--- src/rtl/raster_pkg.sv ---
package raster_pkg;

  localparam int HUNIT_W     = 7;
  localparam int HUNIT_SHIFT = 3;
  localparam int HBLANK_W    = 7;
  localparam int VACT_W      = 10;
  localparam int VBLANK_W    = 8;
  localparam int HSW_W       = 7;
  localparam int HSS_W       = 7;
  localparam int VSW_W       = 6;
  localparam int VSS_W       = 8;
  localparam int TELINE_W    = 10;

  localparam int HACT_W = HUNIT_W + HUNIT_SHIFT;
  localparam int HCNT_W = ((HACT_W > HBLANK_W) ? HACT_W : HBLANK_W) + 1;
  localparam int VCNT_W = ((VACT_W > VBLANK_W) ? VACT_W : VBLANK_W) + 1;

  typedef enum logic [1:0] {
    DE_LOW_ACTIVE  = 2'd0,
    DE_HIGH_ACTIVE = 2'd1,
    DE_FORCE_LOW   = 2'd2,
    DE_FORCE_HIGH  = 2'd3
  } deMode_e;

  typedef enum logic [1:0] {
    TE_NONE   = 2'd0,
    TE_VBLANK = 2'd1,
    TE_LINE   = 2'd2,
    TE_RSVD   = 2'd3
  } teMode_e;

  typedef struct packed {
    logic [HUNIT_W-1:0]  hActUnits;
    logic [HBLANK_W-1:0] hBlank;
    logic [VACT_W-1:0]   vActLines;
    logic [VBLANK_W-1:0] vBlank;
    logic [HSW_W-1:0]    hsWidth;
    logic [HSS_W-1:0]    hsStart;
    logic                hsActiveHigh;
    logic [VSW_W-1:0]    vsWidth;
    logic [VSS_W-1:0]    vsStart;
    logic                vsActiveHigh;
    deMode_e             deMode;
    teMode_e             teMode;
    logic [TELINE_W-1:0] teLine;
    logic                teOff;
  } timingCfg_t;

  // Output-shaping settings handed from control to datapath
  typedef struct packed {
    logic    hsPol;
    logic    vsPol;
    deMode_e deMode;
    teMode_e teMode;
    logic    teOff;
  } outMode_t;

  // Strobes from control to datapath
  typedef struct packed {
    logic              run;
    logic              hActive;
    logic              vActive;
    logic              hsHit;
    logic              vsHit;
    logic              teLineHit;
    logic              frameStart;
    logic [HCNT_W-1:0] px;
    logic [VCNT_W-1:0] ln;
  } strobe_t;

endpackage

--- src/rtl/raster_window.sv ---
// Half-open window test: base+offset <= pos < base+offset+length
module raster_window #(
  parameter int POS_W = 11,
  parameter int OFF_W = 7,
  parameter int LEN_W = 7
) (
  input  logic [POS_W-1:0] pos,
  input  logic [POS_W-1:0] base,
  input  logic [OFF_W-1:0] offset,
  input  logic [LEN_W-1:0] length,
  output logic             hit
);
  localparam int SUM_W = POS_W + 2;

  logic [SUM_W-1:0] startPos;
  logic [SUM_W-1:0] endPos;
  logic [SUM_W-1:0] posExt;

  always_comb begin
    startPos = SUM_W'(base) + SUM_W'(offset);
    endPos   = startPos + SUM_W'(length);
    posExt   = SUM_W'(pos);
    hit      = (posExt >= startPos) && (posExt < endPos);
  end
endmodule

--- src/rtl/raster_ctrl.sv ---
// Counters, configuration shadow and window strobes
module raster_ctrl
  import raster_pkg::*;
(
  input  logic       clk,
  input  logic       rstN,
  input  logic       enable,
  input  timingCfg_t cfgIn,
  output outMode_t   modeOut,
  output strobe_t    stb
);
  timingCfg_t        shadowQ;
  logic [HCNT_W-1:0] hCnt;
  logic [VCNT_W-1:0] vCnt;
  logic [HCNT_W-1:0] hActPix;
  logic [HCNT_W-1:0] hTotal;
  logic [HCNT_W-1:0] hLast;
  logic [VCNT_W-1:0] vAct;
  logic [VCNT_W-1:0] vTotal;
  logic [VCNT_W-1:0] vLast;
  logic              lineEnd;
  logic              frameEnd;
  logic              hsHit;
  logic              vsHit;

  always_comb begin
    hActPix  = HCNT_W'({shadowQ.hActUnits, {HUNIT_SHIFT{1'b0}}});
    hTotal   = hActPix + HCNT_W'(shadowQ.hBlank);
    hLast    = (hTotal == '0) ? '0 : hTotal - 1'b1;
    vAct     = VCNT_W'(shadowQ.vActLines);
    vTotal   = vAct + VCNT_W'(shadowQ.vBlank);
    vLast    = (vTotal == '0) ? '0 : vTotal - 1'b1;
    lineEnd  = (hCnt >= hLast);
    frameEnd = lineEnd && (vCnt >= vLast);
  end

  raster_window #(.POS_W(HCNT_W), .OFF_W(HSS_W), .LEN_W(HSW_W)) hsWin (
    .pos(hCnt), .base(hActPix), .offset(shadowQ.hsStart),
    .length(shadowQ.hsWidth), .hit(hsHit)
  );

  raster_window #(.POS_W(VCNT_W), .OFF_W(VSS_W), .LEN_W(VSW_W)) vsWin (
    .pos(vCnt), .base(vAct), .offset(shadowQ.vsStart),
    .length(shadowQ.vsWidth), .hit(vsHit)
  );

  always_ff @(posedge clk or negedge rstN) begin
    if (!rstN) begin
      hCnt    <= '0;
      vCnt    <= '0;
      shadowQ <= '0;
    end else if (!enable) begin
      hCnt    <= '0;
      vCnt    <= '0;
      shadowQ <= cfgIn;
    end else if (lineEnd) begin
      hCnt <= '0;
      if (frameEnd) begin
        vCnt    <= '0;
        shadowQ <= cfgIn;
      end else begin
        vCnt <= vCnt + 1'b1;
      end
    end else begin
      hCnt <= hCnt + 1'b1;
    end
  end

  always_comb begin
    stb.run        = enable;
    stb.hActive    = (hCnt < hActPix);
    stb.vActive    = (vCnt < vAct);
    stb.hsHit      = hsHit;
    stb.vsHit      = vsHit;
    stb.teLineHit  = (vCnt == VCNT_W'(shadowQ.teLine));
    stb.frameStart = (hCnt == '0) && (vCnt == '0);
    stb.px         = hCnt;
    stb.ln         = vCnt;

    modeOut.hsPol  = shadowQ.hsActiveHigh;
    modeOut.vsPol  = shadowQ.vsActiveHigh;
    modeOut.deMode = shadowQ.deMode;
    modeOut.teMode = shadowQ.teMode;
    modeOut.teOff  = shadowQ.teOff;
  end
endmodule

--- src/rtl/raster_out.sv ---
// Output shaping and registering
module raster_out
  import raster_pkg::*;
(
  input  logic              clk,
  input  logic              rstN,
  input  strobe_t           stb,
  input  outMode_t          mode,
  output logic              hsOut,
  output logic              vsOut,
  output logic              deOut,
  output logic              teOut,
  output logic              frameStart,
  output logic [HCNT_W-1:0] pixelX,
  output logic [VCNT_W-1:0] lineY
);
  logic activeArea;
  logic deNext;
  logic teSel;
  logic hsNext;
  logic vsNext;

  always_comb begin
    activeArea = stb.hActive && stb.vActive;
    unique case (mode.deMode)
      DE_LOW_ACTIVE:  deNext = !activeArea;
      DE_HIGH_ACTIVE: deNext = activeArea;
      DE_FORCE_LOW:   deNext = 1'b0;
      default:        deNext = 1'b1;
    endcase
    unique case (mode.teMode)
      TE_VBLANK: teSel = !stb.vActive;
      TE_LINE:   teSel = stb.teLineHit;
      default:   teSel = 1'b0;
    endcase
    hsNext = (stb.run && stb.hsHit) ? mode.hsPol : !mode.hsPol;
    vsNext = (stb.run && stb.vsHit) ? mode.vsPol : !mode.vsPol;
  end

  always_ff @(posedge clk or negedge rstN) begin
    if (!rstN) begin
      hsOut      <= 1'b0;
      vsOut      <= 1'b0;
      deOut      <= 1'b0;
      teOut      <= 1'b0;
      frameStart <= 1'b0;
      pixelX     <= '0;
      lineY      <= '0;
    end else begin
      hsOut      <= hsNext;
      vsOut      <= vsNext;
      deOut      <= stb.run && deNext;
      teOut      <= stb.run && teSel && !mode.teOff;
      frameStart <= stb.run && stb.frameStart;
      pixelX     <= stb.run ? stb.px : '0;
      lineY      <= stb.run ? stb.ln : '0;
    end
  end
endmodule

--- src/rtl/raster_timer.sv ---
module raster_timer
  import raster_pkg::*;
(
  input  logic                clk,
  input  logic                rstN,
  input  logic                dispEnable,
  input  logic [HUNIT_W-1:0]  hActUnits,
  input  logic [HBLANK_W-1:0] hBlank,
  input  logic [VACT_W-1:0]   vActLines,
  input  logic [VBLANK_W-1:0] vBlank,
  input  logic [HSW_W-1:0]    hsWidth,
  input  logic [HSS_W-1:0]    hsStart,
  input  logic                hsActiveHigh,
  input  logic [VSW_W-1:0]    vsWidth,
  input  logic [VSS_W-1:0]    vsStart,
  input  logic                vsActiveHigh,
  input  logic [1:0]          deMode,
  input  logic [1:0]          teMode,
  input  logic [TELINE_W-1:0] teLine,
  input  logic                teOff,
  output logic                hsOut,
  output logic                vsOut,
  output logic                deOut,
  output logic                teOut,
  output logic                frameStart,
  output logic [HCNT_W-1:0]   pixelX,
  output logic [VCNT_W-1:0]   lineY
);
  timingCfg_t cfg;
  outMode_t   mode;
  strobe_t    stb;

  always_comb begin
    cfg.hActUnits    = hActUnits;
    cfg.hBlank       = hBlank;
    cfg.vActLines    = vActLines;
    cfg.vBlank       = vBlank;
    cfg.hsWidth      = hsWidth;
    cfg.hsStart      = hsStart;
    cfg.hsActiveHigh = hsActiveHigh;
    cfg.vsWidth      = vsWidth;
    cfg.vsStart      = vsStart;
    cfg.vsActiveHigh = vsActiveHigh;
    cfg.deMode       = deMode_e'(deMode);
    cfg.teMode       = teMode_e'(teMode);
    cfg.teLine       = teLine;
    cfg.teOff        = teOff;
  end

  raster_ctrl ctrl (
    .clk(clk), .rstN(rstN), .enable(dispEnable),
    .cfgIn(cfg), .modeOut(mode), .stb(stb)
  );

  raster_out dpath (
    .clk(clk), .rstN(rstN), .stb(stb), .mode(mode),
    .hsOut(hsOut), .vsOut(vsOut), .deOut(deOut), .teOut(teOut),
    .frameStart(frameStart), .pixelX(pixelX), .lineY(lineY)
  );
endmodule

--- config.mk ---
export PLATFORM = sky130hd
export DESIGN_NAME = raster_timer
export DESIGN_NICKNAME = d
export VERILOG_FILES = /design/src/rtl/raster_pkg.sv /design/src/rtl/raster_window.sv /design/src/rtl/raster_ctrl.sv /design/src/rtl/raster_out.sv /design/src/rtl/raster_timer.sv
export SDC_FILE = /design/constraint.sdc
export NUM_CORES = 1
export LEC_CHECK = 0
export BUFFER_PORTS_ARGS = -buffer_cell sky130_fd_sc_hd__buf_2
export CAP_MARGIN = 0
export CORE_UTILIZATION = 53
export CTS_CLUSTER_SIZE = 8
export DETAILED_ROUTE_END_ITERATION = 16
export HOLD_SLACK_MARGIN = 0.08
export PLACE_DENSITY = 0.84
export SETUP_SLACK_MARGIN = 0.5
export SLEW_MARGIN = 25
export SYNTH_ARGS = -nofsm -noshare
export SYNTH_HDL_FRONTEND = slang
export SYNTH_SLANG_ARGS = --single-unit
export TNS_END_PERCENT = 1
--- constraint.sdc ---
create_clock -name clk -period 5.9 [get_ports clk]
set_input_delay 0 -clock clk [delete_from_list [all_inputs] [get_ports clk]]
set_output_delay 0 -clock clk [all_outputs]
set_load 0.02 [all_outputs]
**Yosys cells after proc, flatten, opt, wreduce, memory -nomap -nowiden**

Index checks and enable logic that the tools add are counted.

- Bits in registers: 126
- Bits in latches: 0
- Memory bits (writable): 0
- Bits in read-only memories: 0
- Output and inout port bits: 27
- Word-level logic and storage cells: 86
- Memories kept: 0

- $add $sub $neg: 10
- Multiply operators: 0
- Div/mod/pow operators: 0
- Magnitude comparators: 8
- Eq/ne operators: 7
- Shift operators: 0
- Multiplexer cells: 16
- Bitwise gates (word level): 0
- Reductions and logical operators: 22

Operators with widths:

| operator | number |
|---|---|
| 77-bit two-way mux | 3 |
| 11-bit two-way mux | 9 |
| 11-bit logical NOT | 4 |
| 11-bit by 13-bit greater-or-equal comparator with 1-bit output | 2 |
| 11-bit by 13-bit less-than comparator with 1-bit output | 2 |
| 10-bit by 7-bit adder with 11-bit output | 2 |
| 10-bit by 8-bit adder with 11-bit output | 2 |
| 11-bit by 1-bit adder with 11-bit output, second input constant | 2 |
| 11-bit greater-or-equal comparator | 2 |
| 11-bit by 10-bit less-than comparator with 1-bit output | 2 |
| 11-bit by 1-bit subtractor with 11-bit output, second input constant | 2 |
| 13-bit by 6-bit adder with 13-bit output | 1 |
| 13-bit by 7-bit adder with 13-bit output | 1 |
| 11-bit by 10-bit == test with 1-bit output | 1 |
| 1-bit logical AND | 11 |
| 1-bit logical NOT | 5 |
| 2-bit by 1-bit == test with 1-bit output, second input constant | 2 |
| 2-bit == test, second input constant | 2 |
| 2-bit by 1-bit != test with 1-bit output, second input constant | 2 |
| 1-bit one-hot mux with 3 select lines | 1 |
| 2-bit logical NOT | 1 |
| 1-bit two-way mux | 2 |
| 1-bit one-hot mux with 2 select lines | 1 |
| 2-bit AND reduction | 1 |

**Depth between registers and ports, before layout**

Gate-level depths: netlist (run 1).

- Depth in word-level cells: 8
- Mapped depth: 21

**Modules after synthesis**

A second synthesis (run 1) with hierarchy kept.

- Cells, all modules: 984
- Area total of the unflattened synthesis: 10254.8 um^2

Modules (own cells, without submodules):

| module | times used | cells an instance | area an instance (um^2) | seq. area each (um^2) |
|---|---|---|---|---|
| raster_ctrl | 1 | 595 | 6732.7 | 2477.4 |
| raster_window at ctrl.hsWin | 1 | 167 | 1300.0 | 0.0 |
| raster_window at ctrl.vsWin | 1 | 153 | 1251.2 | 0.0 |
| raster_out | 1 | 69 | 970.9 | 675.6 |

**Least setup slack after synthesis (run 1)**

No wires, ideal clock.

- Path kind: flip-flop to flip-flop
- From: register ctrl.shadowQ[53] (netlist bit)
- To: register ctrl.shadowQ, in the netlist ctrl.modeOut[1]
- Arrival: 4001 ps
- Required time: 5775 ps
- Setup slack: 1774 ps
- Cell stages (with the launch flop): 21
- Buffers on the path: 3
- Clock period less this slack: 4126 ps
- Cell sequence: dfrtp_1 ha_1 inv_1 fa_1 nor2b_1 o22ai_1 xnor2_1 nor3_2 nand3b_1 nor3_2 mux2_2 ha_1 and4_1 o21ai_0 nand4b_1 or2_2 buf_6 nand2_4 buf_12 buf_12 mux2_4

- Word-level cells in the longest chain between the ends: 7

Ends and longest elaborated chain:

| element | line | text |
|---|---|---|
| start, declared | raster_ctrl.sv:12 | `timingCfg_t shadowQ;` |
| start signal, assigned | raster_ctrl.sv:55 | `shadowQ <= cfgIn;` |
| start signal, assigned | raster_ctrl.sv:60 | `shadowQ <= cfgIn;` |
| 10-bit by 8-bit adder with 11-bit output (*) | raster_ctrl.sv:31 | `vTotal = vAct + VCNT_W'(shadowQ.vBlank);` |
| 11-bit by 1-bit subtractor with 11-bit output or 11-bit logical NOT (tied branches) | raster_ctrl.sv:32 | `vLast = (vTotal == '0) ? '0 : vTotal - 1'b1;` |
| 11-bit two-way mux (*) | raster_ctrl.sv:32 |  |
| 11-bit greater-or-equal comparator (*) | raster_ctrl.sv:34 | `frameEnd = lineEnd && (vCnt >= vLast);` |
| 1-bit logical AND (*) | raster_ctrl.sv:34 |  |
| 2-bit by 1-bit != test with 1-bit output (no source line) (*) | -- |  |
| 2-bit AND reduction (no source line) (*) | -- |  |

Mark *: on every way between the ends. The rest lies on a longest branch, timed or not.
A chain may end at the register's enable or synchronous reset.

**Final worst setup path (run 1)**

- From: register ctrl.shadowQ[53] (netlist bit)
- To: register ctrl.shadowQ[38] (netlist bit)

Same word-level chain as after synthesis.

==> impl_metrics.prom, run 1 <==
# TYPE chip_impl_metric gauge
chip_impl_metric{name="placement.io_buffers",unit=""} 106
chip_impl_info{name="critical_path.startpoint_type",value="flop"} 1
chip_impl_metric{name="overflow",unit=""} 0
chip_impl_metric{name="period_needed",unit="ns"} 4.99
chip_impl_metric{name="worstMarginPinSlew",unit="ns"} 0.820
chip_impl_metric{name="maxCapViolations",unit=""} 0
chip_impl_metric{name="p_switching",unit="uW"} 1940
chip_impl_metric{name="synth_enable_flop_cells",unit=""} 0
chip_impl_metric{name="seqPwrFrac",unit="%"} 24.4
chip_impl_metric{name="power.share.switching",unit="%"} 39.9
chip_impl_metric{name="std_cell_rows",unit=""} 47
chip_impl_metric{name="crit_required",unit="ns"} 6.22
chip_impl_metric{name="syn_area_per_cell",unit="um2"} 10.7
chip_impl_metric{name="syn_to_final_growth",unit="%"} 23.1
chip_impl_metric{name="cp_max_fo",unit=""} 44
chip_impl_info{name="timing.critical_path.from",value="ctrl.shadowQ[53]"} 1
chip_impl_metric{name="static-leakage-power",unit="uW"} 0.00566
chip_impl_info{name="top_post_synthesis_cells_by_area",value="dfrtp_1 (35%), ha_1 (17%), mux2_2 (5.9%)"} 1
chip_impl_info{name="synth_top_area_cell",value="dfrtp_1"} 1
chip_impl_metric{name="timing.fmax",unit="GHz"} 0.201
chip_impl_metric{name="maxSlewViolCount",unit=""} 0
chip_impl_metric{name="max_stage_delay",unit="ns"} 0.42
chip_impl_metric{name="clockBufferDepth",unit=""} 2
chip_impl_info{name="synth_top_family_by_area",value="adder cells"} 1
chip_impl_metric{name="async_flop_share",unit="%"} 100
chip_impl_metric{name="core_area",unit="um2"} 16700
chip_impl_metric{name="post_synth_mux_area_share",unit="%"} 11.3
chip_impl_metric{name="detail-route-antenna-nets",unit=""} 0
chip_impl_metric{name="ys_types",unit=""} 70
chip_impl_metric{name="inserted_clock_buffers",unit=""} 17
chip_impl_metric{name="io_pins",unit=""} 107
chip_impl_metric{name="ys_ff_latch",unit=""} 126
chip_impl_metric{name="chipHeight",unit="um"} 133
chip_impl_metric{name="timing_hold_violations_final",unit=""} 0
chip_impl_metric{name="grt_max_degree",unit=""} 66
chip_impl_metric{name="wl_per_cell",unit="um"} 16.9
chip_impl_metric{name="clock_insertion_delay_worst_skew",unit="ns"} 0.43
chip_impl_metric{name="drc",unit=""} 0
chip_impl_metric{name="signal_arrival_time_at_the_worst_endpoint",unit="ns"} 5.31
chip_impl_metric{name="drtPass1Iterations",unit=""} 5
chip_impl_metric{name="cts_sinks",unit=""} 126
chip_impl_metric{name="synth-compound-area-share",unit="%"} 13.4
chip_impl_metric{name="synth_seq_area_share",unit="%"} 34.5
chip_impl_metric{name="drt-initial-drc-count",unit=""} 415
chip_impl_info{name="clock_tree.root_cell",value="clkbuf_16"} 1
chip_impl_metric{name="first_pass_grt_wire_length",unit="um"} 35200
chip_impl_metric{name="final_instance_area",unit="um2"} 11300
chip_impl_metric{name="dieArea",unit="um2"} 17800
chip_impl_metric{name="totalWireLength",unit="um"} 21600
chip_impl_metric{name="power_density_over_the_cells",unit="nW/um2"} 432
chip_impl_metric{name="total_power",unit="uW"} 4860
chip_impl_info{name="most_common_cell_after_layout_fill_and_taps_aside",value="dfrtp_1"} 1
chip_impl_metric{name="total_via_count_in_the_routed_design",unit=""} 7271
chip_impl_metric{name="grt_pass1_vias",unit=""} 7371
chip_impl_metric{name="synth_top_area_share",unit="%"} 34.5
chip_impl_metric{name="routabilityCongestion",unit=""} 0.886
chip_impl_metric{name="synth_warnings",unit=""} 0
chip_impl_metric{name="start_util",unit="%"} 54.7
chip_impl_info{name="synth_top_flop_cell",value="dfrtp_1"} 1
chip_impl_metric{name="viasPerCell",unit=""} 5.69
chip_impl_metric{name="final_min_period_over_clock_period",unit="%"} 84.5
chip_impl_info{name="cts_tree",value="yes"} 1
chip_impl_metric{name="synth_adder_area_share",unit="%"} 18.4
chip_impl_metric{name="drive_above_1_share",unit="%"} 22.3
chip_impl_metric{name="syn_inst",unit=""} 857
chip_impl_metric{name="post-cts-setup-buffers",unit=""} 0
chip_impl_info{name="cp-end-kind",value="flop"} 1
chip_impl_metric{name="cts.clk_slew.worst_paths",unit="ns"} 0.06
chip_impl_info{name="slowest_stage",value="or2_2"} 1
chip_impl_metric{name="netlist_area",unit="um2"} 9140
chip_impl_metric{name="clock_skew",unit="ns"} 0.00869
chip_impl_info{name="run_status",value="finished clean"} 1
chip_impl_metric{name="finalNetCount",unit=""} 1255
chip_impl_info{name="min_path_type",value="in -> async"} 1
chip_impl_metric{name="finalSetupViolations",unit=""} 0
chip_impl_metric{name="setup_tns",unit="ns"} 0
chip_impl_metric{name="postLayoutCoreUtil",unit="%"} 67.4
chip_impl_info{name="crit_chain",value="ha_1 > inv_1 > fa_1 > nor2b_1 > o22ai_1 > xnor2_1 > nor3_2 > nand3b_1 > nor3_2 > mux2_2 > ha_1 > and4_1 > o21ai_0 > nand4b_1 > or2_2 > nand2_8 > buf_12 > mux2_2"} 1
chip_impl_metric{name="syn_nets",unit=""} 1068
chip_impl_metric{name="grt_use_total",unit="%"} 25.3
chip_impl_metric{name="placedInstanceArea",unit="um2"} 9810
chip_impl_info{name="path_class",value="reg -> reg"} 1
chip_impl_metric{name="timing.slew.headroom",unit="%"} 45.3
chip_impl_info{name="mostFrequentLayoutCells",value="dfrtp_1 (126), ha_1 (125), buf_2 (105), dlygate4sd3_1 (79), inv_1 (51)"} 1
chip_impl_metric{name="cellInternalPower",unit="uW"} 2920
chip_impl_info{name="critical_path.reg2reg.startpoint",value="ctrl.shadowQ[53]"} 1
chip_impl_metric{name="antennaDiodeCount",unit=""} 0
chip_impl_metric{name="clock_group_share_of_total_power",unit="%"} 23.3
chip_impl_metric{name="comb_power_share",unit="%"} 52.3
chip_impl_metric{name="htree_num_levels",unit=""} 4
chip_impl_metric{name="post_synth_xor_area_fraction",unit="%"} 6.12
chip_impl_metric{name="irDropWorstVdd",unit="uV"} 263
chip_impl_info{name="grt_setup_unrepaired",value="no"} 1
chip_impl_metric{name="post_synth_and_or_nand_nor_area_fraction",unit="%"} 12.4
chip_impl_metric{name="die_width",unit="um"} 133
chip_impl_metric{name="detailedPlacementHpwl",unit="um"} 14400
chip_impl_metric{name="number_of_antenna_violations_at_the_first_check_in_global_routing",unit=""} 0
==> layer usage <==
metal	GRT usage [%]	wire (um)	vias up
li1	-	-	3494
met1	32.5	9670	3480
met2	41.4	10200	239
met3	4.91	1120	58
met4	11.4	580	0
met5	0	0	-
==> power by group through the flow <==
stage / combinational [uW] / clock, uW / sequential, uW
after CTS: 2490 / 1140 / 1180
final: 2540 / 1130 / 1190
after floorplan: 1940 / 0 / 1140
after detailed placement: 2400 / 0 / 1200
after global placement: 2310 / 0 / 1190
after global routing: 2820 / 1180 / 1210
==> cell families (layout without fill, tap and decap cells) <==
group | after synthesis | count (layout)
AOI/OAI and AO/OA | 177 | 177
xor gates and xnor gates | 63 | 63
adders and majority gates | 131 | 131
buffers and inverters | 70 | 270
DFF | 126 | 126
muxes | 82 | 82
and+or+nand+nor | 208 | 208
==> cell usage after synthesis, types with 8 or more instances <==
cell type  number
mux2_4         30
inv_1          51
nand3_1        25
a21o_1         23
a22o_1          8
nand2_1        27
and2_1         20
ha_1          125
xnor2_1        35
nor2b_1        22
clkbuf_1        9
o21a_1         10
a211oi_1        9
nor3_1         10
dfrtp_1       126
nor2_1         39
a21oi_1        35
xor2_1         27
o21ai_0        33
nand2b_1       18
mux2_2         48
and3_1         13
==> flip-flops by register name, indices dropped and copies added (netlist names) <==
register,flops
ctrl.hCnt,11
ctrl.vCnt,11
ctrl.shadowQ,63
dpath.deOut,1
dpath.lineY,11
dpath.frameStart,1
ctrl.hActPix,7
dpath.vsOut,1
dpath.teOut,1
ctrl.modeOut,7
dpath.hsOut,1
dpath.pixelX,11
==> area by class of cell <==
| cell class | instances | area [um2] |
|---|---|---|
| Timing Repair Buffer | 187 | 1350 |
| Clock inverter | 13 | 186 |
| Clock buffer | 19 | 453 |
| Inverter | 51 | 191 |
| Multi-Input combinational cell | 661 | 5640 |
| Fill cell | 1200 | 5450 |
| Tap cell | 220 | 275 |
| Sequential cell | 126 | 3150 |
==> repair_timing <==
item / 4_1_cts / 5_1_grt
gates resized for setup: 0 / 1
endpoints found under the setup margin: 0 / 44
endpoints found under the hold margin: 160 / 0
hold buffers: 79 / 0
==> path summary, 6_finish.rpt <==
path / slack [ns] / depth (start not counted) / end
worst max-delay path: 0.91 / 18 / ctrl.shadowQ[38]
worst min-delay path: 0.21 / 2 / ctrl.shadowQ[37]
worst max register to register: 0.91 / 18 / ctrl.shadowQ[38]
worst min register to register: 0.43 / 1 / dpath.teOut
max in group asynchronous: 4.40 / 3 / ctrl.modeOut[2]
min in group clk: 0.33 / 3 / ctrl.shadowQ[25]
==> stage by stage <==
stage               std cells  setup WS, ns  hold slack [ns]
global route             1277         0.579            0.316
global placement         1166          1.11            0.141
detailed placement       1166         0.930            0.145
finish                   1277         0.914            0.212
floorplan                 857          1.77           -0.296
CTS                      1277         0.806            0.235
==> worst max-delay path: cells and delay by family, from the launching register on <==
family | cells | cell delay [ns]
XOR/XNOR | 1 | 0.21
adder cells (fa/ha/maj) | 3 | 0.89
buffers and inverters | 2 | 0.34
AO/OA/AOI/OAI | 2 | 0.23
flip-flops | 1 | 0.40
multiplexers | 2 | 0.73
AND/OR/NAND/NOR | 8 | 1.99
(Power assumes the default switching activity.)
==> run 2, diff against run 1 <==
--- a/config.mk
+++ b/config.mk
@@ -11,7 +11,7 @@
 export CTS_CLUSTER_SIZE = 8
 export DETAILED_ROUTE_END_ITERATION = 16
 export HOLD_SLACK_MARGIN = 0.08
-export PLACE_DENSITY = 0.84
+export PLACE_DENSITY = 0.86
 export SETUP_SLACK_MARGIN = 0.5
 export SLEW_MARGIN = 25
 export SYNTH_ARGS = -nofsm -noshare
==> constraint.sdc (replaced) <==
create_clock -name clk -period 4.4 [get_ports clk]
set_input_delay 0 -clock clk [delete_from_list [all_inputs] [get_ports clk]]
set_output_delay 0 -clock clk [all_outputs]
set_load 0.02 [all_outputs]
==> run 2 against run 1 <==
- wire length rose by 17%
- sequential share of layout area is 1.5 points lower
- die area unchanged
- largest power group unchanged
- worst setup slack worse by 0.84 ns
- sequential power rose by 35%
- clock skew increased by 0.00085 ns
- worst hold slack better by 0.13 ns
- non-clock buffer count increased by 40
- critical path depth rose by 2
- clock power is 20% higher
- fmax up 15%
- critical endpoint is now ctrl.shadowQ[4]
==> impl_metrics.prom, run 2 (synthesized netlist as in run 1, its figures left out) <==
# TYPE chip_impl_metric gauge
chip_impl_info{name="run_status",value="finished clean"} 1
chip_impl_metric{name="timing.fmax",unit="GHz"} 0.231
chip_impl_metric{name="drt-initial-drc-count",unit=""} 610
chip_impl_metric{name="grt_use_total",unit="%"} 28.3
chip_impl_metric{name="wl_per_cell",unit="um"} 19.3
chip_impl_metric{name="start_util",unit="%"} 54.7
chip_impl_metric{name="timing.slew.headroom",unit="%"} 54.9
chip_impl_info{name="critical_path.reg2reg.startpoint",value="ctrl.shadowQ[57]"} 1
chip_impl_metric{name="static-leakage-power",unit="uW"} 0.00591
chip_impl_metric{name="io_pins",unit=""} 107
chip_impl_metric{name="final.fill_count",unit=""} 1101
chip_impl_info{name="mostFrequentLayoutCells",value="dfrtp_1 (122), ha_1 (119), buf_2 (105), dlygate4sd3_1 (81), inv_1 (48)"} 1
chip_impl_metric{name="p_switching",unit="uW"} 2870
chip_impl_metric{name="finalSetupViolations",unit=""} 0
chip_impl_metric{name="period_needed",unit="ns"} 4.32
chip_impl_metric{name="grt_max_degree",unit=""} 58
chip_impl_metric{name="placedInstanceArea",unit="um2"} 9970
chip_impl_metric{name="first_pass_grt_wire_length",unit="um"} 38900
chip_impl_metric{name="cp_num_cells",unit=""} 20
chip_impl_metric{name="cp_max_fo",unit=""} 7
chip_impl_metric{name="drive_above_1_share",unit="%"} 28.4
chip_impl_metric{name="r2r_setup_slack",unit="ns"} 0.08
chip_impl_metric{name="chipHeight",unit="um"} 133
chip_impl_metric{name="seq_area",unit="um2"} 3160
chip_impl_metric{name="signal_arrival_time_at_the_worst_endpoint",unit="ns"} 4.63
chip_impl_metric{name="placedCellCount",unit=""} 1174
chip_impl_metric{name="htree_num_levels",unit=""} 4
chip_impl_info{name="path_class",value="reg -> reg"} 1
chip_impl_metric{name="clock_insertion_delay_worst_skew",unit="ns"} 0.43
chip_impl_metric{name="antennaDiodeCount",unit=""} 0
chip_impl_info{name="crit_chain",value="ha_4 > a21oi_2 > o31a_4 > xnor2_2 > nor3_2 > buf_4 > nand4b_1 > a211oi_2 > a21oi_1 > ha_1 > a21oi_2 > nor2b_1 > o21ai_1 > nand4b_1 > or2_4 > nand2_8 > buf_12 > buf_12 > buf_16 > mux2_4"} 1
chip_impl_metric{name="crit_required",unit="ns"} 4.70
chip_impl_metric{name="drtPass1Iterations",unit=""} 7
chip_impl_metric{name="power.share.switching",unit="%"} 41.7
chip_impl_metric{name="worstMarginPinSlew",unit="ns"} 0.660
chip_impl_metric{name="cellInternalPower",unit="uW"} 4010
chip_impl_metric{name="cts.clk_slew.worst_paths",unit="ns"} 0.06
chip_impl_info{name="most_common_cell_after_layout_fill_and_taps_aside",value="dfrtp_1"} 1
chip_impl_info{name="timing.critical_path.from",value="ctrl.shadowQ[57]"} 1
chip_impl_metric{name="cp_num_buf_inv",unit=""} 4
chip_impl_metric{name="irDropWorstVdd",unit="uV"} 412
chip_impl_metric{name="maxSlewViolCount",unit=""} 0
chip_impl_info{name="critical_path.reg2reg.endpoint",value="ctrl.shadowQ[4]"} 1
chip_impl_info{name="timing.critical_path.max_delay_family",value="compound AO/OA/AOI/OAI gates"} 1
chip_impl_metric{name="timing_hold_violations_final",unit=""} 0
chip_impl_metric{name="core_area",unit="um2"} 16700
chip_impl_metric{name="multiInputGateArea",unit="um2"} 5890
chip_impl_metric{name="postLayoutCoreUtil",unit="%"} 71.3
chip_impl_metric{name="final_min_period_over_clock_period",unit="%"} 98.3
chip_impl_info{name="min_path_type",value="in -> reg"} 1
chip_impl_metric{name="max_stage_delay",unit="ns"} 0.47
chip_impl_metric{name="grt_pass1_vias",unit=""} 7618
chip_impl_metric{name="largest_register_ffs",unit=""} 63
chip_impl_metric{name="setup_tns",unit="ns"} 0
chip_impl_metric{name="syn_to_final_growth",unit="%"} 30.3
chip_impl_metric{name="clockBufferDepth",unit=""} 2
chip_impl_metric{name="die_width",unit="um"} 133
chip_impl_metric{name="placement.io_buffers",unit=""} 106
chip_impl_info{name="critical_path.startpoint_type",value="flop"} 1
chip_impl_metric{name="maxCapViolations",unit=""} 0
chip_impl_metric{name="clock_skew",unit="ns"} 0.00953
chip_impl_metric{name="dieArea",unit="um2"} 17800
chip_impl_metric{name="power_density_over_the_cells",unit="nW/um2"} 579
chip_impl_metric{name="inserted_clock_buffers",unit=""} 17
chip_impl_metric{name="whs",unit="ns"} 0.340
chip_impl_metric{name="total_via_count_in_the_routed_design",unit=""} 7853
chip_impl_metric{name="drc",unit=""} 0
chip_impl_metric{name="reg2reg_depth",unit=""} 20
chip_impl_metric{name="detailedPlacementHpwl",unit="um"} 15200
chip_impl_metric{name="final_cell_count_no_fill",unit=""} 1317
chip_impl_metric{name="viasPerCell",unit=""} 5.96
chip_impl_info{name="cts_tree",value="yes"} 1
chip_impl_metric{name="final_instance_area",unit="um2"} 11900
chip_impl_info{name="grt_setup_unrepaired",value="yes"} 1
chip_impl_metric{name="totalWireLength",unit="um"} 25400
chip_impl_metric{name="cts_sinks",unit=""} 126
chip_impl_metric{name="comb_power_share",unit="%"} 56.9
chip_impl_metric{name="number_of_antenna_violations_at_the_first_check_in_global_routing",unit=""} 0
chip_impl_metric{name="overflow",unit=""} 0
chip_impl_metric{name="routabilityCongestion",unit=""} 0.895
chip_impl_info{name="worst_setup_path_endpoint",value="ctrl.shadowQ[4]"} 1
chip_impl_info{name="clock_tree.root_cell",value="clkbuf_16"} 1
chip_impl_metric{name="seqPwrFrac",unit="%"} 23.3
chip_impl_metric{name="detail-route-antenna-nets",unit=""} 0
chip_impl_info{name="slowest_stage",value="dfrtp_2"} 1
chip_impl_info{name="cp-end-kind",value="flop"} 1
chip_impl_metric{name="std_cell_rows",unit=""} 47
chip_impl_info{name="largest-register",value="ctrl.shadowQ"} 1
chip_impl_metric{name="clock_group_share_of_total_power",unit="%"} 19.8
chip_impl_metric{name="finalNetCount",unit=""} 1295
==> run 2: timing repair <==
| action | 4_1_cts | 5_1_grt |
|---|---|---|
| cloned | 3 | 2 |
| gates resized for setup | 32 | 17 |
| pin swaps | 17 | 15 |
| endpoints found under the setup margin | 88 | 101 |
| buffers inserted | 20 | 5 |
| hold buffers | 81 | 0 |
| hold endpoints to repair | 136 | 0 |
==> run 2: worst min-delay path, stage by stage <==
cell and delay (ns):
dlygate4sd3_1 0.51, buf_2 0.09, mux2_4 0.13
==> run 2: per-stage QoR <==
stage                     setup slack, ns  power (uW)
after floorplan                     0.476        4170
after global placement              0.230        4740
after detailed placement           0.0412        4890
after CTS                           0.285        6630
after global routing              -0.0138        7290
final                              0.0759        6890
==> run 2: how the worst min path moves through the flow <==
stage / start / endpoint / slack (ns) / depth (start not counted)
after CTS: vsWidth[4] / ctrl.shadowQ[28] / 0.32 / 3
after global placement: rstN / ctrl.shadowQ[34] / -0.03 / 1
after detailed placement: rstN / ctrl.shadowQ[43] / -0.01 / 1
after floorplan: rstN / ctrl.hActPix[3] / -0.30 / 0
final: vActLines[9] / ctrl.shadowQ[62] / 0.34 / 3
after global routing: vActLines[9] / ctrl.shadowQ[62] / 0.34 / 3
==> run 2: layout make-up <==
type                    instances  area share [%]
multi-input cells             661            49.5
clock inverters                14            1.12
well taps                     220            2.31
clock buffers                  18            3.69
flip-flops and latches        126            26.5
inverters                      51            1.61
repair buffers                227            15.3
==> run 2: layer usage <==
metal / wire, um / share of wire [%] / track usage, %
met5: 0 / 0 / 0
met4: 1080 / 4.2 / 12.0
met3: 1670 / 6.6 / 5.02
met2: 12000 / 47 / 46.9
met1: 10600 / 42 / 36.4
==> run 2: power by group through the flow <==
stage / Clock (uW) / Combinational [uW] / Sequential, uW
finish: 1360 / 3920 / 1610
global route: 1420 / 4240 / 1630
CTS: 1370 / 3680 / 1590
detailed placement: 0 / 3290 / 1600
global placement: 0 / 3140 / 1590
floorplan: 0 / 2650 / 1530
==> run 3, diff against run 2 <==
--- a/config.mk
+++ b/config.mk
@@ -11,9 +11,9 @@
 export CTS_CLUSTER_SIZE = 8
 export DETAILED_ROUTE_END_ITERATION = 16
 export HOLD_SLACK_MARGIN = 0.08
-export PLACE_DENSITY = 0.86
+export PLACE_DENSITY_LB_ADDON = 0.12
 export SETUP_SLACK_MARGIN = 0.5
-export SLEW_MARGIN = 25
+export SLEW_MARGIN = 20
 export SYNTH_ARGS = -nofsm -noshare
 export SYNTH_HDL_FRONTEND = slang
 export SYNTH_SLANG_ARGS = --single-unit
==> constraint.sdc (replaced) <==
create_clock -name clk -period 4.4 [get_ports clk]
set_input_delay 0 -clock clk [delete_from_list [all_inputs] [get_ports clk]]
set_output_delay 0 -clock clk [all_outputs]
set_load 0.01 [all_outputs]
==> run 3 against run 2 <==
- worst hold slack got worse by 0.22 ns
- first-iteration DRC count decreased by 46%
- cell count decreased by 0.84%
- combinational power decreased by 6.9%
- sequential share of layout area grew 0.25 points
- clock skew shrank 0.0018 ns
- sequential cell count is the same
- critical endpoint is now ctrl.modeOut[2]
==> impl_metrics.prom, run 3 (synthesized netlist as in run 1, its figures left out) <==
# TYPE chip_impl_metric gauge
chip_impl_metric{name="placedInstanceArea",unit="um2"} 9980
chip_impl_metric{name="power_density_over_the_cells",unit="nW/um2"} 569
chip_impl_metric{name="number_of_antenna_violations_at_the_first_check_in_global_routing",unit=""} 0
chip_impl_metric{name="grt_pass1_vias",unit=""} 7156
chip_impl_metric{name="overflow",unit=""} 0
chip_impl_metric{name="cts_sinks",unit=""} 126
chip_impl_metric{name="die_width",unit="um"} 133
chip_impl_info{name="cpMostUsedCell",value="nor2b_1"} 1
chip_impl_metric{name="dieArea",unit="um2"} 17800
chip_impl_metric{name="static-leakage-power",unit="uW"} 0.00587
chip_impl_info{name="critical_path.startpoint_type",value="flop"} 1
chip_impl_metric{name="grt_max_degree",unit=""} 47
chip_impl_metric{name="finalSetupViolations",unit=""} 0
chip_impl_metric{name="irDropWorstVdd",unit="uV"} 401
chip_impl_metric{name="drt-initial-drc-count",unit=""} 332
chip_impl_info{name="run_status",value="finished clean"} 1
chip_impl_metric{name="drive_above_1_share",unit="%"} 27.4
chip_impl_metric{name="timing_hold_violations_final",unit=""} 0
chip_impl_metric{name="syn_to_final_growth",unit="%"} 29.0
chip_impl_metric{name="drc",unit=""} 0
chip_impl_metric{name="clockBufferDepth",unit=""} 2
chip_impl_metric{name="reg2reg_depth",unit=""} 20
chip_impl_info{name="grt_setup_unrepaired",value="yes"} 1
chip_impl_metric{name="cp_max_fo",unit=""} 10
chip_impl_metric{name="period_needed",unit="ns"} 4.09
chip_impl_metric{name="worstMarginPinSlew",unit="ns"} 0.593
chip_impl_info{name="mostFrequentLayoutCells",value="dfrtp_1 (124), ha_1 (120), buf_2 (105), dlygate4sd3_1 (79), inv_1 (51)"} 1
chip_impl_info{name="clock_tree.root_cell",value="clkbuf_16"} 1
chip_impl_metric{name="finalNetCount",unit=""} 1284
chip_impl_metric{name="crit_required",unit="ns"} 4.70
chip_impl_metric{name="start_util",unit="%"} 54.7
chip_impl_metric{name="wl_per_cell",unit="um"} 16.8
chip_impl_metric{name="inserted_clock_buffers",unit=""} 17
chip_impl_metric{name="std_cell_rows",unit=""} 47
chip_impl_metric{name="timing.slew.headroom",unit="%"} 60.0
chip_impl_info{name="crit_chain",value="ha_2 > inv_1 > fa_2 > nor2b_4 > o21bai_4 > a31o_2 > nor2b_1 > o22ai_2 > nand3_4 > nand2b_1 > ha_1 > nor2b_1 > o21a_1 > o211ai_2 > a21oi_2 > or2_4 > nand2_8 > buf_12 > buf_16 > mux2_2"} 1
chip_impl_metric{name="total_power",unit="uW"} 6700
chip_impl_metric{name="io_pins",unit=""} 107
chip_impl_metric{name="detailedPlacementHpwl",unit="um"} 14600
chip_impl_metric{name="maxCapViolations",unit=""} 0
chip_impl_info{name="most_common_cell_after_layout_fill_and_taps_aside",value="dfrtp_1"} 1
chip_impl_metric{name="htree_num_levels",unit=""} 4
chip_impl_metric{name="first_pass_grt_wire_length",unit="um"} 36300
chip_impl_info{name="largest-register",value="ctrl.shadowQ"} 1
chip_impl_metric{name="drtPass1Iterations",unit=""} 5
chip_impl_metric{name="totalWireLength",unit="um"} 22000
chip_impl_metric{name="timing.fmax",unit="GHz"} 0.245
chip_impl_info{name="cts_tree",value="yes"} 1
chip_impl_metric{name="largest_register_ffs",unit=""} 63
chip_impl_metric{name="maxSlewViolCount",unit=""} 0
chip_impl_metric{name="clock_skew",unit="ns"} 0.00770
chip_impl_metric{name="placement.io_buffers",unit=""} 106
chip_impl_metric{name="clock_insertion_delay_worst_skew",unit="ns"} 0.42
chip_impl_metric{name="grt_use_total",unit="%"} 26.1
chip_impl_metric{name="chipHeight",unit="um"} 133
chip_impl_metric{name="routabilityCongestion",unit=""} 0.860
chip_impl_info{name="min_path_type",value="in -> async"} 1
chip_impl_info{name="slowest_stage",value="fa_2"} 1
chip_impl_metric{name="signal_arrival_time_at_the_worst_endpoint",unit="ns"} 4.39
chip_impl_metric{name="viasPerCell",unit=""} 5.42
chip_impl_metric{name="total_via_count_in_the_routed_design",unit=""} 7085
chip_impl_metric{name="max_stage_delay",unit="ns"} 0.39
chip_impl_metric{name="final_instance_area",unit="um2"} 11800
chip_impl_metric{name="final_min_period_over_clock_period",unit="%"} 92.9
chip_impl_metric{name="antennaDiodeCount",unit=""} 0
chip_impl_info{name="cp-end-kind",value="flop"} 1
chip_impl_metric{name="setup_tns",unit="ns"} 0
chip_impl_metric{name="cts.clk_slew.worst_paths",unit="ns"} 0.06
chip_impl_metric{name="detail-route-antenna-nets",unit=""} 0
chip_impl_info{name="path_class",value="reg -> reg"} 1
chip_impl_metric{name="core_area",unit="um2"} 16700
-- run 3: what timing repair did --
item,in CTS,in global routing
resized for setup,23,18
hold buffers,79,0
pin swaps,11,12
gates cloned,3,0
setup buffers,9,5
endpoints found under the hold margin,141,0
endpoints found under the setup margin,88,96
-- run 3: area by class of cell --
class / instances / area (um2)
Clock buffer: 23 / 488
Clock inverter: 9 / 133
Fill cell: 1234 / 4920
Inverter: 51 / 191
Multi-Input combinational cell: 661 / 5860
Sequential cell: 126 / 3160
Tap cell: 220 / 275
Timing Repair Buffer: 216 / 1680
-- run 3: through the flow --
stage	cells	hold WS, ns	utilization (%)	setup slack, ns
2_1_floorplan	857	-0.296	-	0.476
5_1_grt	1306	0.177	70.5	0.145
3_3_place_gp	1178	0.0401	59.8	0.200
6_report	1306	0.122	70.5	0.314
4_1_cts	1301	0.133	69.8	0.335
3_5_place_dp	1178	0.0399	59.8	0.123
-- run 3: report_power, final --
group          internal, uW  switching (uW)  leakage [uW]  total [uW]
Clock                   950             514      0.000299        1460
Sequential             1360             229       0.00157        1590
Combinational          1800            1850       0.00400        3650
Total                  4110            2590       0.00587        6700
-- run 3: final timing paths --
check	from	to	slack [ns]
min reg2reg	ctrl.modeOut[0]	dpath.teOut	0.44
max	ctrl.shadowQ[45]	ctrl.modeOut[2]	0.31
min	rstN	ctrl.shadowQ[65]	0.12
max reg2reg	ctrl.shadowQ[45]	ctrl.modeOut[2]	0.31
max in group asynchronous	rstN	ctrl.shadowQ[54]	3.26
min in group clk	hsWidth[3]	ctrl.shadowQ[41]	0.34
-- run 3: per-layer routing --
layer	wire, um	GRT usage [%]	vias up
li1	-	-	3560
met1	11000	37.2	3371
met2	10200	41.8	132
met3	588	3.69	22
met4	258	6.82	0
met5	0	0	-
-- run 3: worst max-delay path, delay by kind of cell, from the launching register on --
family	cells	cell delay (ns)
muxes	1	0.33
DFF	1	0.36
AOI/OAI and AO/OA	6	1.04
buffers and inverters	3	0.31
adders and majority gates	3	0.82
and+or+nand+nor	7	1.08
